$ cat config.mk
export PLATFORM = sky130hd
export DESIGN_NAME = osd_cmd_decoder
export DESIGN_NICKNAME = d
export VERILOG_FILES = /design/src/rtl/osd_cmd_pkg.sv /design/src/rtl/osd_ser_rx.sv /design/src/rtl/osd_cmd_fsm.sv /design/src/rtl/osd_addr_ctr.sv /design/src/rtl/osd_wr_port.sv /design/src/rtl/osd_cmd_decoder.sv
export SDC_FILE = /design/constraint.sdc
export NUM_CORES = 1
export LEC_CHECK = 0
export BUFFER_PORTS_ARGS = -buffer_cell sky130_fd_sc_hd__buf_2
export CORE_UTILIZATION = 25
export CTS_CLUSTER_SIZE = 24
export DETAILED_ROUTE_END_ITERATION = 12
export PLACE_DENSITY = 0.43
export SYNTH_ARGS = -nofsm -noshare
export SYNTH_HDL_FRONTEND = slang
export SYNTH_SLANG_ARGS = --single-unit
$ cat constraint.sdc
create_clock -name clk -period 2.29 [get_ports clk]
set_clock_uncertainty 0.05 [all_clocks]
set_input_delay 0.1145 -clock clk [delete_from_list [all_inputs] [get_ports clk]]
set_output_delay 0.1145 -clock clk [all_outputs]
set_load 0.1 [all_outputs]
$ cat src/rtl/osd_cmd_pkg.sv
package osd_cmd_pkg;
  typedef enum logic [1:0] {
    MODE_ADDR = 2'd0,
    MODE_CHAR = 2'd1,
    MODE_CFG  = 2'd2,
    MODE_IDLE = 2'd3
  } mode_e;

  localparam int BYTE_W    = 8;
  localparam int ROW_FLD_W = 4;
  localparam int COL_FLD_W = 5;
  localparam int CFG_N     = 9;
  localparam int CFG_W     = 11;
  localparam int CFG_IW    = $clog2(CFG_N);
  localparam int EXT_BASE  = 5;

  localparam logic [3:0] ID_ADDR  = 4'h8;
  localparam logic [3:0] ID_CHAR  = 4'h9;
  localparam logic [3:0] ID_CFG0  = 4'hA;
  localparam logic [3:0] ID_DISP  = 4'hC;
  localparam logic [3:0] ID_EXT   = 4'hF;
  localparam int         FILL_BIT = 2;

  function automatic logic [CFG_IW-1:0] cfg_slot(input logic [3:0] hi, input logic [3:0] lo);
    if (hi == ID_EXT) return CFG_IW'(EXT_BASE) + CFG_IW'(lo[3:2]);
    else              return CFG_IW'(hi - ID_CFG0);
  endfunction
endpackage

$ cat src/rtl/osd_ser_rx.sv
module osd_ser_rx
  import osd_cmd_pkg::*;
#(
  parameter int SYNC_STAGES = 2
) (
  input  logic              clk,
  input  logic              rst_n,
  input  logic              ser_en_n,
  input  logic              ser_clk,
  input  logic              ser_dat,
  output logic              en_act,
  output logic              byte_vld,
  output logic [BYTE_W-1:0] byte_q
);
  localparam int CNT_W = $clog2(BYTE_W);

  logic [SYNC_STAGES-1:0] en_sr, ck_sr, dt_sr;
  logic                   ck_d;
  logic [BYTE_W-2:0]      shift_q;
  logic [CNT_W-1:0]       cnt_q;
  logic                   rise;

  always_ff @(posedge clk or negedge rst_n) begin
    if (!rst_n) begin
      en_sr <= '1;
      ck_sr <= '0;
      dt_sr <= '0;
      ck_d  <= 1'b0;
    end else begin
      en_sr <= {en_sr[SYNC_STAGES-2:0], ser_en_n};
      ck_sr <= {ck_sr[SYNC_STAGES-2:0], ser_clk};
      dt_sr <= {dt_sr[SYNC_STAGES-2:0], ser_dat};
      ck_d  <= ck_sr[SYNC_STAGES-1];
    end
  end

  assign en_act = ~en_sr[SYNC_STAGES-1];
  assign rise   = ck_sr[SYNC_STAGES-1] & ~ck_d;

  always_ff @(posedge clk or negedge rst_n) begin
    if (!rst_n) begin
      cnt_q    <= '0;
      shift_q  <= '0;
      byte_q   <= '0;
      byte_vld <= 1'b0;
    end else if (!en_act) begin
      cnt_q    <= '0;
      byte_vld <= 1'b0;
    end else begin
      byte_vld <= 1'b0;
      if (rise) begin
        shift_q <= {shift_q[BYTE_W-3:0], dt_sr[SYNC_STAGES-1]};
        if (cnt_q == CNT_W'(BYTE_W-1)) begin
          byte_q   <= {shift_q, dt_sr[SYNC_STAGES-1]};
          byte_vld <= 1'b1;
          cnt_q    <= '0;
        end else begin
          cnt_q <= cnt_q + 1'b1;
        end
      end
    end
  end
endmodule

$ cat src/rtl/osd_cmd_fsm.sv
module osd_cmd_fsm
  import osd_cmd_pkg::*;
(
  input  logic                   clk,
  input  logic                   rst_n,
  input  logic                   en_act,
  input  logic                   byte_vld,
  input  logic [BYTE_W-1:0]      byte_q,
  output logic                   set_row,
  output logic [ROW_FLD_W-1:0]   row_in,
  output logic                   set_col,
  output logic [COL_FLD_W-1:0]   col_in,
  output logic                   char_req,
  output logic [BYTE_W-1:0]      char_data,
  output logic                   fill_req,
  output logic [CFG_N*CFG_W-1:0] cfg_bus
);
  mode_e             mode_q;
  logic [CFG_IW-1:0] slot_q;
  logic [CFG_W-1:0]  cfg_q [CFG_N];
  logic              vld, is_id;
  logic [3:0]        hi, lo;

  assign vld       = byte_vld & en_act;
  assign hi        = byte_q[7:4];
  assign lo        = byte_q[3:0];
  assign is_id     = byte_q[7] & (mode_q != MODE_CHAR);
  assign row_in    = lo;
  assign col_in    = byte_q[COL_FLD_W-1:0];
  assign char_data = byte_q;

  always_comb begin
    set_row  = 1'b0;
    set_col  = 1'b0;
    char_req = 1'b0;
    fill_req = 1'b0;
    if (vld) begin
      if (mode_q == MODE_CHAR) begin
        char_req = 1'b1;
      end else if (is_id) begin
        set_row  = (hi == ID_ADDR);
        fill_req = (hi == ID_DISP) & lo[FILL_BIT];
      end else begin
        set_col  = (mode_q == MODE_ADDR);
      end
    end
  end

  always_ff @(posedge clk or negedge rst_n) begin
    if (!rst_n) begin
      mode_q <= MODE_ADDR;
      slot_q <= '0;
      for (int i = 0; i < CFG_N; i++) cfg_q[i] <= '0;
    end else if (!en_act) begin
      mode_q <= MODE_ADDR;
    end else if (vld) begin
      if (is_id) begin
        if (hi == ID_ADDR) begin
          mode_q <= MODE_ADDR;
        end else if (hi == ID_CHAR) begin
          mode_q <= (lo == 4'h0) ? MODE_CHAR : MODE_IDLE;
        end else if (hi >= ID_CFG0) begin
          mode_q                            <= MODE_CFG;
          slot_q                            <= cfg_slot(hi, lo);
          cfg_q[cfg_slot(hi, lo)][CFG_W-1:7] <= lo;
        end else begin
          mode_q <= MODE_IDLE;
        end
      end else if (mode_q == MODE_CFG) begin
        cfg_q[slot_q][6:0] <= byte_q[6:0];
      end
    end
  end

  for (genvar g = 0; g < CFG_N; g++) begin : g_cfg
    assign cfg_bus[g*CFG_W +: CFG_W] = cfg_q[g];
  end
endmodule

$ cat src/rtl/osd_addr_ctr.sv
module osd_addr_ctr
  import osd_cmd_pkg::*;
#(
  parameter int ROWS = 12,
  parameter int COLS = 24,
  localparam int RW = $clog2(ROWS),
  localparam int CW = $clog2(COLS)
) (
  input  logic                 clk,
  input  logic                 rst_n,
  input  logic                 set_row,
  input  logic [ROW_FLD_W-1:0] row_in,
  input  logic                 set_col,
  input  logic [COL_FLD_W-1:0] col_in,
  input  logic                 step,
  output logic [RW-1:0]        row,
  output logic [CW-1:0]        col
);
  localparam logic [RW-1:0] ROW_LAST = RW'(ROWS-1);
  localparam logic [CW-1:0] COL_LAST = CW'(COLS-1);

  always_ff @(posedge clk or negedge rst_n) begin
    if (!rst_n) begin
      row <= '0;
      col <= '0;
    end else begin
      if (set_row) row <= (int'(row_in) > ROWS-1) ? ROW_LAST : RW'(row_in);
      if (set_col) col <= (int'(col_in) > COLS-1) ? COL_LAST : CW'(col_in);
      if (step) begin
        if (col == COL_LAST) begin
          col <= '0;
          row <= (row == ROW_LAST) ? '0 : row + 1'b1;
        end else begin
          col <= col + 1'b1;
        end
      end
    end
  end
endmodule

$ cat src/rtl/osd_wr_port.sv
module osd_wr_port #(
  parameter int          ROWS = 12,
  parameter int          COLS = 24,
  parameter int          DW   = 8,
  parameter logic [DW-1:0] FILL = 8'h7F,
  localparam int RW = $clog2(ROWS),
  localparam int CW = $clog2(COLS)
) (
  input  logic          clk,
  input  logic          rst_n,
  input  logic          char_req,
  input  logic [RW-1:0] char_row,
  input  logic [CW-1:0] char_col,
  input  logic [DW-1:0] char_data,
  input  logic          fill_req,
  output logic          char_ok,
  output logic          char_pend,
  output logic          fill_busy,
  output logic          wr_valid,
  input  logic          wr_ready,
  output logic [RW-1:0] wr_row,
  output logic [CW-1:0] wr_col,
  output logic [DW-1:0] wr_data
);
  localparam logic [RW-1:0] ROW_LAST = RW'(ROWS-1);
  localparam logic [CW-1:0] COL_LAST = CW'(COLS-1);

  logic [RW-1:0] p_row, f_row;
  logic [CW-1:0] p_col, f_col;
  logic [DW-1:0] p_data;
  logic          fill_go;

  assign char_ok  = ~fill_busy & ~char_pend;
  assign wr_valid = char_pend | fill_busy;
  assign wr_row   = char_pend ? p_row  : f_row;
  assign wr_col   = char_pend ? p_col  : f_col;
  assign wr_data  = char_pend ? p_data : FILL;
  assign fill_go  = fill_busy & ~char_pend & wr_ready;

  always_ff @(posedge clk or negedge rst_n) begin
    if (!rst_n) begin
      char_pend <= 1'b0;
      p_row     <= '0;
      p_col     <= '0;
      p_data    <= '0;
    end else if (char_pend) begin
      if (wr_ready) char_pend <= 1'b0;
    end else if (char_req && char_ok) begin
      char_pend <= 1'b1;
      p_row     <= char_row;
      p_col     <= char_col;
      p_data    <= char_data;
    end
  end

  always_ff @(posedge clk or negedge rst_n) begin
    if (!rst_n) begin
      fill_busy <= 1'b0;
      f_row     <= '0;
      f_col     <= '0;
    end else if (!fill_busy) begin
      if (fill_req) begin
        fill_busy <= 1'b1;
        f_row     <= '0;
        f_col     <= '0;
      end
    end else if (fill_go) begin
      if (f_col == COL_LAST) begin
        f_col <= '0;
        if (f_row == ROW_LAST) fill_busy <= 1'b0;
        else                   f_row     <= f_row + 1'b1;
      end else begin
        f_col <= f_col + 1'b1;
      end
    end
  end
endmodule

$ cat src/rtl/osd_cmd_decoder.sv
module osd_cmd_decoder
  import osd_cmd_pkg::*;
#(
  parameter int              ROWS        = 12,
  parameter int              COLS        = 24,
  parameter int              SYNC_STAGES = 2,
  parameter logic [BYTE_W-1:0] FILL      = 8'h7F,
  localparam int RW = $clog2(ROWS),
  localparam int CW = $clog2(COLS)
) (
  input  logic                   clk,
  input  logic                   rst_n,
  input  logic                   ser_en_n,
  input  logic                   ser_clk,
  input  logic                   ser_dat,
  output logic                   wr_valid,
  input  logic                   wr_ready,
  output logic [RW-1:0]          wr_row,
  output logic [CW-1:0]          wr_col,
  output logic [BYTE_W-1:0]      wr_data,
  output logic [CFG_N*CFG_W-1:0] cfg_bus
);
  logic                 en_act, byte_vld;
  logic [BYTE_W-1:0]    byte_q;
  logic                 set_row, set_col, char_req, fill_req;
  logic [ROW_FLD_W-1:0] row_in;
  logic [COL_FLD_W-1:0] col_in;
  logic [BYTE_W-1:0]    char_data;
  logic [RW-1:0]        cur_row;
  logic [CW-1:0]        cur_col;
  logic                 char_ok, char_pend, fill_busy;

  osd_ser_rx #(.SYNC_STAGES(SYNC_STAGES)) u_rx (
    .clk(clk), .rst_n(rst_n), .ser_en_n(ser_en_n), .ser_clk(ser_clk),
    .ser_dat(ser_dat), .en_act(en_act), .byte_vld(byte_vld), .byte_q(byte_q)
  );

  osd_cmd_fsm u_fsm (
    .clk(clk), .rst_n(rst_n), .en_act(en_act), .byte_vld(byte_vld),
    .byte_q(byte_q), .set_row(set_row), .row_in(row_in), .set_col(set_col),
    .col_in(col_in), .char_req(char_req), .char_data(char_data),
    .fill_req(fill_req), .cfg_bus(cfg_bus)
  );

  osd_addr_ctr #(.ROWS(ROWS), .COLS(COLS)) u_addr (
    .clk(clk), .rst_n(rst_n), .set_row(set_row), .row_in(row_in),
    .set_col(set_col), .col_in(col_in), .step(char_req & char_ok),
    .row(cur_row), .col(cur_col)
  );

  osd_wr_port #(.ROWS(ROWS), .COLS(COLS), .DW(BYTE_W), .FILL(FILL)) u_wr (
    .clk(clk), .rst_n(rst_n), .char_req(char_req), .char_row(cur_row),
    .char_col(cur_col), .char_data(char_data), .fill_req(fill_req),
    .char_ok(char_ok), .char_pend(char_pend), .fill_busy(fill_busy),
    .wr_valid(wr_valid), .wr_ready(wr_ready), .wr_row(wr_row),
    .wr_col(wr_col), .wr_data(wr_data)
  );
endmodule

==> results of run 1 <==
==> how the worst max path moves through the flow <==
stage | startpoint | endpoint | slack [ps]
floorplan | u_rx.byte_q[5]$_DFFE_PN0P_ | u_fsm.cfg_bus[73]$_DFFE_PN0P_ | 2
global placement | u_rx.en_sr[1]$_DFF_PN1_ | u_fsm.cfg_bus[41]$_DFFE_PN0P_ | 170
detailed placement | u_rx.byte_q[7]$_DFFE_PN0P_ | u_fsm.cfg_bus[41]$_DFFE_PN0P_ | 140
CTS | u_rx.byte_q[7]$_DFFE_PN0P_ | u_fsm.cfg_bus[41]$_DFFE_PN0P_ | 110
global route | u_rx.byte_q[7]$_DFFE_PN0P_ | u_fsm.cfg_bus[67]$_DFFE_PN0P_ | 10
finish | u_rx.byte_q[5]$_DFFE_PN0P_ | u_fsm.cfg_bus[75]$_DFFE_PN0P_ | 190
==> power by group through the flow <==
stage | sequential [mW] | combinational (mW) | clock, mW
after floorplan | 3.18 | 0.448 | 0
after detailed placement | 3.21 | 0.584 | 0
after CTS | 3.15 | 0.591 | 3.04
after global placement | 3.21 | 0.571 | 0
final | 3.15 | 0.581 | 2.93
after global routing | 3.17 | 0.627 | 3.18
==> kinds of logic after synthesis <==
kind of cell / synth area share
buffers and inverters: 0.0263
muxes: 0.195
AOI/OAI and AO/OA: 0.0512
and+or+nand+nor: 0.121
DFF: 0.586
xor gates and xnor gates: 0.00122
adders and majority gates: 0.0192
==> what timing repair did <==
item,4_1_cts,5_1_grt
buffers inserted,0,3
endpoints found under the setup margin,0,10
hold buffers,5,0
hold endpoints to repair,68,0
==> critical path, cell delays in order, from the launching register on <==
cell,delay [ps]
sky130_fd_sc_hd__dfrtp_1,390
sky130_fd_sc_hd__buf_4,210
sky130_fd_sc_hd__and3_1,240
sky130_fd_sc_hd__o32a_1,330
sky130_fd_sc_hd__o21ai_0,170
sky130_fd_sc_hd__nand3_1,270
sky130_fd_sc_hd__mux2_2,340
==> synthesized netlist by cell type (all sizes together) <==
library cell    n
dfrtp         166
mux2          121
nand2          73
clkbuf         31
o21ai          27
nand3          22
nor2           20
a21oi          15
inv            14
nand2b         13
ha             11
nand4          10
nor3            9
and2            4
and3            4
mux2i           4
a21boi          3
and3b           3
buf             3
o211ai          3
or3             3
a2111oi         2
dfstp           2
nand3b          2
nand4b          2
nor2b           2
nor4            2
or2             2
a21o            1
a311oi          1
a31o            1
nor3b           1
nor4b           1
nor4bb          1
o21a            1
o221a           1
o22ai           1
o311a           1
o311ai          1
o31a            1
o31ai           1
o32a            1
or4             1
xnor2           1
==> state kept, by name, indices dropped and copies added (netlist names), 5 cells and up <==
signal / flops
u_wr.p_col: 5
u_wr.p_data: 8
u_addr.col: 5
u_rx.shift_q: 7
u_wr.f_col: 5
u_fsm.cfg_bus: 99
u_rx.byte_q: 8
==> per-stage QoR <==
stage | instances | util | hold slack, ps | setup slack (ps) | cell area, µm²
floorplan | 589 | - | -231 | 1.70 | 7210
global placement | 1097 | 0.302 | 123 | 166 | 8470
detailed placement | 1097 | 0.302 | 132 | 136 | 8470
CTS | 1134 | 0.325 | 249 | 107 | 9110
global route | 1137 | 0.326 | 276 | 14.1 | 9140
finish | 1137 | 0.326 | 233 | 190 | 9140
==> metal layers <==
metal  up-vias  share of wire
li1       2367              -
met1      2522           0.46
met2       126           0.47
met3        14          0.064
met4         0         0.0089
met5         -              0
==> cell type report <==
class,count,share of cell area
sequential,168,0.460
multi-input combinational,373,0.305
timing repair buffer,172,0.111
tap,378,0.0518
clock buffer,17,0.0466
clock inverter,15,0.0189
inverter,14,0.00575
==> parameters.txt, run 1 <==
Parameter                              Value

Outcome
  Status ... complete, no violations

Clock network
  Total number of clock tree sinks ... 168
  Count of instances resized after the clock tree is built ... 0
  Clock tree from TritonCTS ... built
  Skew-Pair Late Insertion Delay ... 430 ps
  Master cell of the clock root buffer ... sky130_fd_sc_hd__clkbuf_16
  Clock-pin slew on the worst setup and hold paths ... 70 ps
  Maximum count of clock buffers along a single path ... 2
  Total clock buffers created by CTS ... 17
  Htree depth ... 4

STA
  Unrepaired setup endpoints after global routing ... false
  Setup TNS ... 0 ps
  Final-report hold violation count ... 0
  Fmax ... 476 MHz
  Final critical-path share of the clock period ... 0.917
  Slew margin rel. ... 0.532
  Shortest period the worst path allows ... 2100 ps
  Slew at the pin closest to its max-slew limit ... 703 ps
  Setup violations, final ... 0
  Total count of max-transition violations in the final report ... 0

Synth
  Top-area cell type share of the netlist area ... 0.578
  Average size of a mapped cell ... 12.2 µm²
  Largest cells by area after synthesis ... sky130_fd_sc_hd__dfrtp_1, sky130_fd_sc_hd__mux2_2, sky130_fd_sc_hd__nand2_1, sky130_fd_sc_hd__ha_1, sky130_fd_sc_hd__o21ai_0
  Number of distinct library cells after synthesis ... 50
  Area of the mapped netlist ... 0.00718 mm²
  Instance count of the mapped netlist ... 589
  Synthesis-stage register bit count ... 168
  Warnings, synthesis ... 0
  Post-Syn Nets ... 606
  Portion of the post-synthesis area used by sequential elements ... 0.586
  Yosys top cell by area ... sky130_fd_sc_hd__dfrtp_1

Route
  Via total after detailed routing ... 5029
  Number of detailed-routing iterations run before antenna repair ... 4
  Per-cell routed wire length ... 16.8 µm
  Post-DRT Antenna Nets ... 0
  Aggregate routed wire length ... 19100 µm
  Post-detailed-route DRC marker count ... 0
  DR iter-0 viols ... 171
  Routed via count divided by cell count ... 4.42

Pwr
  Pwr/cell area ... 729 mW/mm²
  Internal Dissipation ... 4.79 mW
  Combinational fraction of design power ... 0.087
  Clk network pwr share ... 0.440
  Leakage power ... 4.71 nW
  Peak VDD IR ... 440 µV
  Proportion of power drawn by flip-flops and latches ... 0.473
  Power spent charging and discharging nets ... 1.87 mW
  Total power ... 6.66 mW
  Fraction of power spent switching nets ... 0.281

GRT
  Fraction of met1 tracks used by global routing ... 0.180
  First-pass GRT wire length ... 30400 µm
  Met3 usage in global routing ... 0.0426
  GRT Resource Usage Total ... 0.137
  Met2 GRT Util ... 0.217
  Largest net degree at the start of global routing ... 70
  Number of global-route vias before repair ... 5346
  Busiest layer in global routing ... met2
  Antenna violations before repair ... 0
  GR Overflow Total ... 0

Setup path
  Destination of the worst register-to-register timing path ... u_fsm.cfg_bus[75]$_DFFE_PN0P_
  Setup slack on the worst flop-to-flop path ... 190 ps
  Highest fanout seen on the critical path ... 18
  WP data arrival ... 2370 ps
  Setup crit start kind ... flip-flop
  Type of element capturing the critical path ... flip-flop
  Reg-to-reg critical path startpoint ... u_rx.byte_q[5]$_DFFE_PN0P_
  Cells on worst reg2reg path ... 6
  CP Class ... flip-flop to flip-flop
  Data required, critical path ... 2560 ps

Floorplanning
  Starting density of the core ... 0.256
  Die ar. ... 0.0294 mm²
  Standard cell core area ... 0.0280 mm²
  Overall die width ... 172 µm
  Die Height ... 172 µm
  Ports placed on the boundary ... 123
  Number of rows in the core area ... 61

Final layout
  Filler Cells Inserted ... 2842
  Most used cells in the layout excluding fill and tap cells ... sky130_fd_sc_hd__dfrtp_1, sky130_fd_sc_hd__mux2_2, sky130_fd_sc_hd__buf_2, sky130_fd_sc_hd__nand2_1, sky130_fd_sc_hd__buf_4
  Fraction of final layout cells with drive strength greater than 1 ... 0.433
  Area of the multi-input gates ... 0.00279 mm²
  Final antenna diode count ... 0
  Most common cell after layout, fill and taps aside ... sky130_fd_sc_hd__dfrtp_1
  Sequential cell area in the final layout ... 0.00421 mm²
  Post-layout net count ... 763
  Layout overhead on the synthesized area ... 27.2%

Place
  HPWL after detailed placement ... 13400 µm
  Number of buffers inserted by port buffering ... 122
  Final Wtd Congestion ... 0.765

Min path
  Kind of path behind the tightest hold check ... input port to asynchronous set/reset pin

Job
  # Max-Cap Violations ... 0
Power figures use the tool's default switching activity.
==> inputs of run 2 (changes only) <==
--- a/config.mk
+++ b/config.mk
@@ -6,10 +6,11 @@
 export NUM_CORES = 1
 export LEC_CHECK = 0
 export BUFFER_PORTS_ARGS = -buffer_cell sky130_fd_sc_hd__buf_2
-export CORE_UTILIZATION = 25
+export CORE_UTILIZATION = 55
 export CTS_CLUSTER_SIZE = 24
 export DETAILED_ROUTE_END_ITERATION = 12
-export PLACE_DENSITY = 0.43
+export PLACE_DENSITY = 0.78
 export SYNTH_ARGS = -nofsm -noshare
 export SYNTH_HDL_FRONTEND = slang
 export SYNTH_SLANG_ARGS = --single-unit
+export TNS_END_PERCENT = 10
==> constraint.sdc (replaced) <==
create_clock -name clk -period 2.6 [get_ports clk]
set_clock_uncertainty 0.05 [all_clocks]
set_input_delay 0.13 -clock clk [delete_from_list [all_inputs] [get_ports clk]]
set_output_delay 0.13 -clock clk [all_outputs]
set_load 0.1 [all_outputs]
==> run 2 against run 1 <==
Against the previous run: non-clock buffer count fell by 26; register-to-register slack improved by 70 ps; die area fell by 54%; core utilization rose by 36 points; critical path type unchanged.
==> parameters.txt, run 2 (synthesis results as in run 1) <==
Parameter                              Value

Final layout
  Layout overhead on the synthesized area ... 20.9%
  Number of standard cells in the final layout excluding fillers ... 905
  Post-layout net count ... 737
  Final core utilization ... 0.686
  Most used cells in the layout excluding fill and tap cells ... sky130_fd_sc_hd__dfrtp_1, sky130_fd_sc_hd__mux2_2, sky130_fd_sc_hd__buf_2, sky130_fd_sc_hd__nand2_1, sky130_fd_sc_hd__o21ai_0
  Final antenna diode count ... 0
  Most common cell after layout, fill and taps aside ... sky130_fd_sc_hd__dfrtp_1
  Max reg flops ... 99
  Fraction of final layout cells with drive strength greater than 1 ... 0.413
  Final instance area ... 0.00869 mm²

GRT
  GRT Resource Usage Total ... 0.265
  First-pass GRT wire length ... 26700 µm
  Antenna violations before repair ... 0
  GR Overflow Total ... 0
  Number of global-route vias before repair ... 5131
  Largest net degree at the start of global routing ... 63

Floorplanning
  Ports placed on the boundary ... 123
  Standard cell core area ... 0.0127 mm²
  Overall die width ... 116 µm
  Number of rows in the core area ... 41
  Die Height ... 116 µm
  Starting density of the core ... 0.567
  Die ar. ... 0.0135 mm²

Pwr
  Leakage power ... 4.58 nW
  Combinational fraction of design power ... 0.088
  Peak VDD IR ... 384 µV
  Fraction of power spent switching nets ... 0.256
  Total power ... 5.76 mW
  Clk network pwr share ... 0.429
  Pwr/cell area ... 663 mW/mm²
  Proportion of power drawn by flip-flops and latches ... 0.483
  Internal Dissipation ... 4.28 mW
  Power spent charging and discharging nets ... 1.48 mW

Setup path
  Destination of the worst register-to-register timing path ... u_fsm.cfg_bus[82]$_DFFE_PN0P_
  Setup slack on the worst flop-to-flop path ... 260 ps
  Max stage delay cell, worst path ... sky130_fd_sc_hd__nor4b_2
  Cells on worst reg2reg path ... 4
  Highest fanout seen on the critical path ... 17
  Setup crit start kind ... flip-flop
  Reg-to-reg critical path startpoint ... u_rx.byte_q[7]$_DFFE_PN0P_
  Data required, critical path ... 2870 ps
  Highest cell delay on the worst timing path ... 530 ps
  WP data arrival ... 2610 ps
  Type of element capturing the critical path ... flip-flop
  Worst path bufs/invs ... 0
  CP cell instances ... nor4b_2, nand4_1, nor2_1, mux2_2
  CP Class ... flip-flop to flip-flop
  Crit-path leading delay family ... simple AND/OR/NAND/NOR gates

STA
  Setup violations, final ... 0
  Shortest period the worst path allows ... 2340 ps
  Slew margin rel. ... 0.548
  Total count of max-transition violations in the final report ... 0
  Final critical-path share of the clock period ... 0.902
  Unrepaired setup endpoints after global routing ... false
  Fmax ... 427 MHz
  Slew at the pin closest to its max-slew limit ... 678 ps
  Setup TNS ... 0 ps
  Final-report hold violation count ... 0

Route
  Aggregate routed wire length ... 16400 µm
  Via total after detailed routing ... 5137
  Post-detailed-route DRC marker count ... 0
  Number of detailed-routing iterations run before antenna repair ... 6
  Per-cell routed wire length ... 18.2 µm
  DR iter-0 viols ... 304
  Post-DRT Antenna Nets ... 0
  Routed via count divided by cell count ... 5.68

Place
  Number of buffers inserted by port buffering ... 122
  Area after DPL ... 0.00805 mm²
  HPWL after detailed placement ... 11200 µm
  Count of placed standard cells including taps ... 868
  Final Wtd Congestion ... 0.832

Clock network
  Skew-Pair Late Insertion Delay ... 430 ps
  Clock tree from TritonCTS ... built
  Total clock buffers created by CTS ... 17
  Total number of clock tree sinks ... 168
  Post-CTS Repair Setup Buffers ... 0
  Clock-pin slew on the worst setup and hold paths ... 60 ps
  Htree depth ... 4
  Maximum count of clock buffers along a single path ... 2
  Master cell of the clock root buffer ... sky130_fd_sc_hd__clkbuf_16

Min path
  Kind of path behind the tightest hold check ... input port to asynchronous set/reset pin

Job
  # Max-Cap Violations ... 0

Outcome
  Status ... complete, no violations
==> run 2: stage by stage <==
step	setup WS [ps]	hold WS [ps]
after floorplan	106	-216
after global placement	226	40.3
after detailed placement	124	40.2
after CTS	116	179
after global routing	78.1	210
final	255	158
==> run 2: layout make-up <==
cell class                      instances  area (µm²)
Clock buffer                           23         498
Multi-Input combinational cell        373        2790
Timing Repair Buffer                  146         835
Tap cell                              172         215
Sequential cell                       168        4210
Inverter                               14        52.6
Clock inverter                          9        90.1
Fill cell                             948        3980
==> run 2: power by group through the flow <==
| stage | clock network (mW) | logic, mW | registers (mW) |
|---|---|---|---|
| finish | 2.48 | 0.504 | 2.78 |
| global route | 2.60 | 0.541 | 2.80 |
| CTS | 2.49 | 0.510 | 2.78 |
| detailed placement | 0 | 0.502 | 2.83 |
| global placement | 0 | 0.492 | 2.82 |
| floorplan | 0 | 0.394 | 2.80 |
==> run 2: worst max-delay path by stage <==
stage	from	endpoint	slack [ps]	cells after the start
6_report	u_rx.byte_q[7]$_DFFE_PN0P_	u_fsm.cfg_bus[82]$_DFFE_PN0P_	260	4
3_5_place_dp	u_rx.byte_q[7]$_DFFE_PN0P_	u_fsm.cfg_bus[32]$_DFFE_PN0P_	120	5
3_3_place_gp	u_rx.byte_q[7]$_DFFE_PN0P_	u_fsm.cfg_bus[43]$_DFFE_PN0P_	230	5
5_1_grt	u_rx.byte_q[7]$_DFFE_PN0P_	u_fsm.cfg_bus[30]$_DFFE_PN0P_	80	5
2_1_floorplan	u_rx.byte_q[5]$_DFFE_PN0P_	u_fsm.cfg_bus[73]$_DFFE_PN0P_	110	9
4_1_cts	u_rx.byte_q[7]$_DFFE_PN0P_	u_fsm.cfg_bus[32]$_DFFE_PN0P_	120	5
==> run 2: layer usage <==
| layer | GRT usage | up-vias | wire (µm) |
|---|---|---|---|
| li1 | - | 2319 | - |
| met2 | 0.432 | 188 | 8150 |
| met5 | 0 | - | 0 |
| met1 | 0.343 | 2596 | 7000 |
| met3 | 0.0695 | 34 | 1020 |
| met4 | 0.0957 | 0 | 272 |
==> run 2: worst register-to-register path, delay by kind of cell, from the launching register on <==
kind | cells | cell delay (ps)
and+or+nand+nor | 3 | 1250
muxes | 1 | 410
DFF | 1 | 510
==> run 2: timing repair <==
action                                  CTS  global route
endpoints found under the hold margin    49             0
hold buffers                              5             0
resized for setup                         0             2
endpoints found under the setup margin    0            18
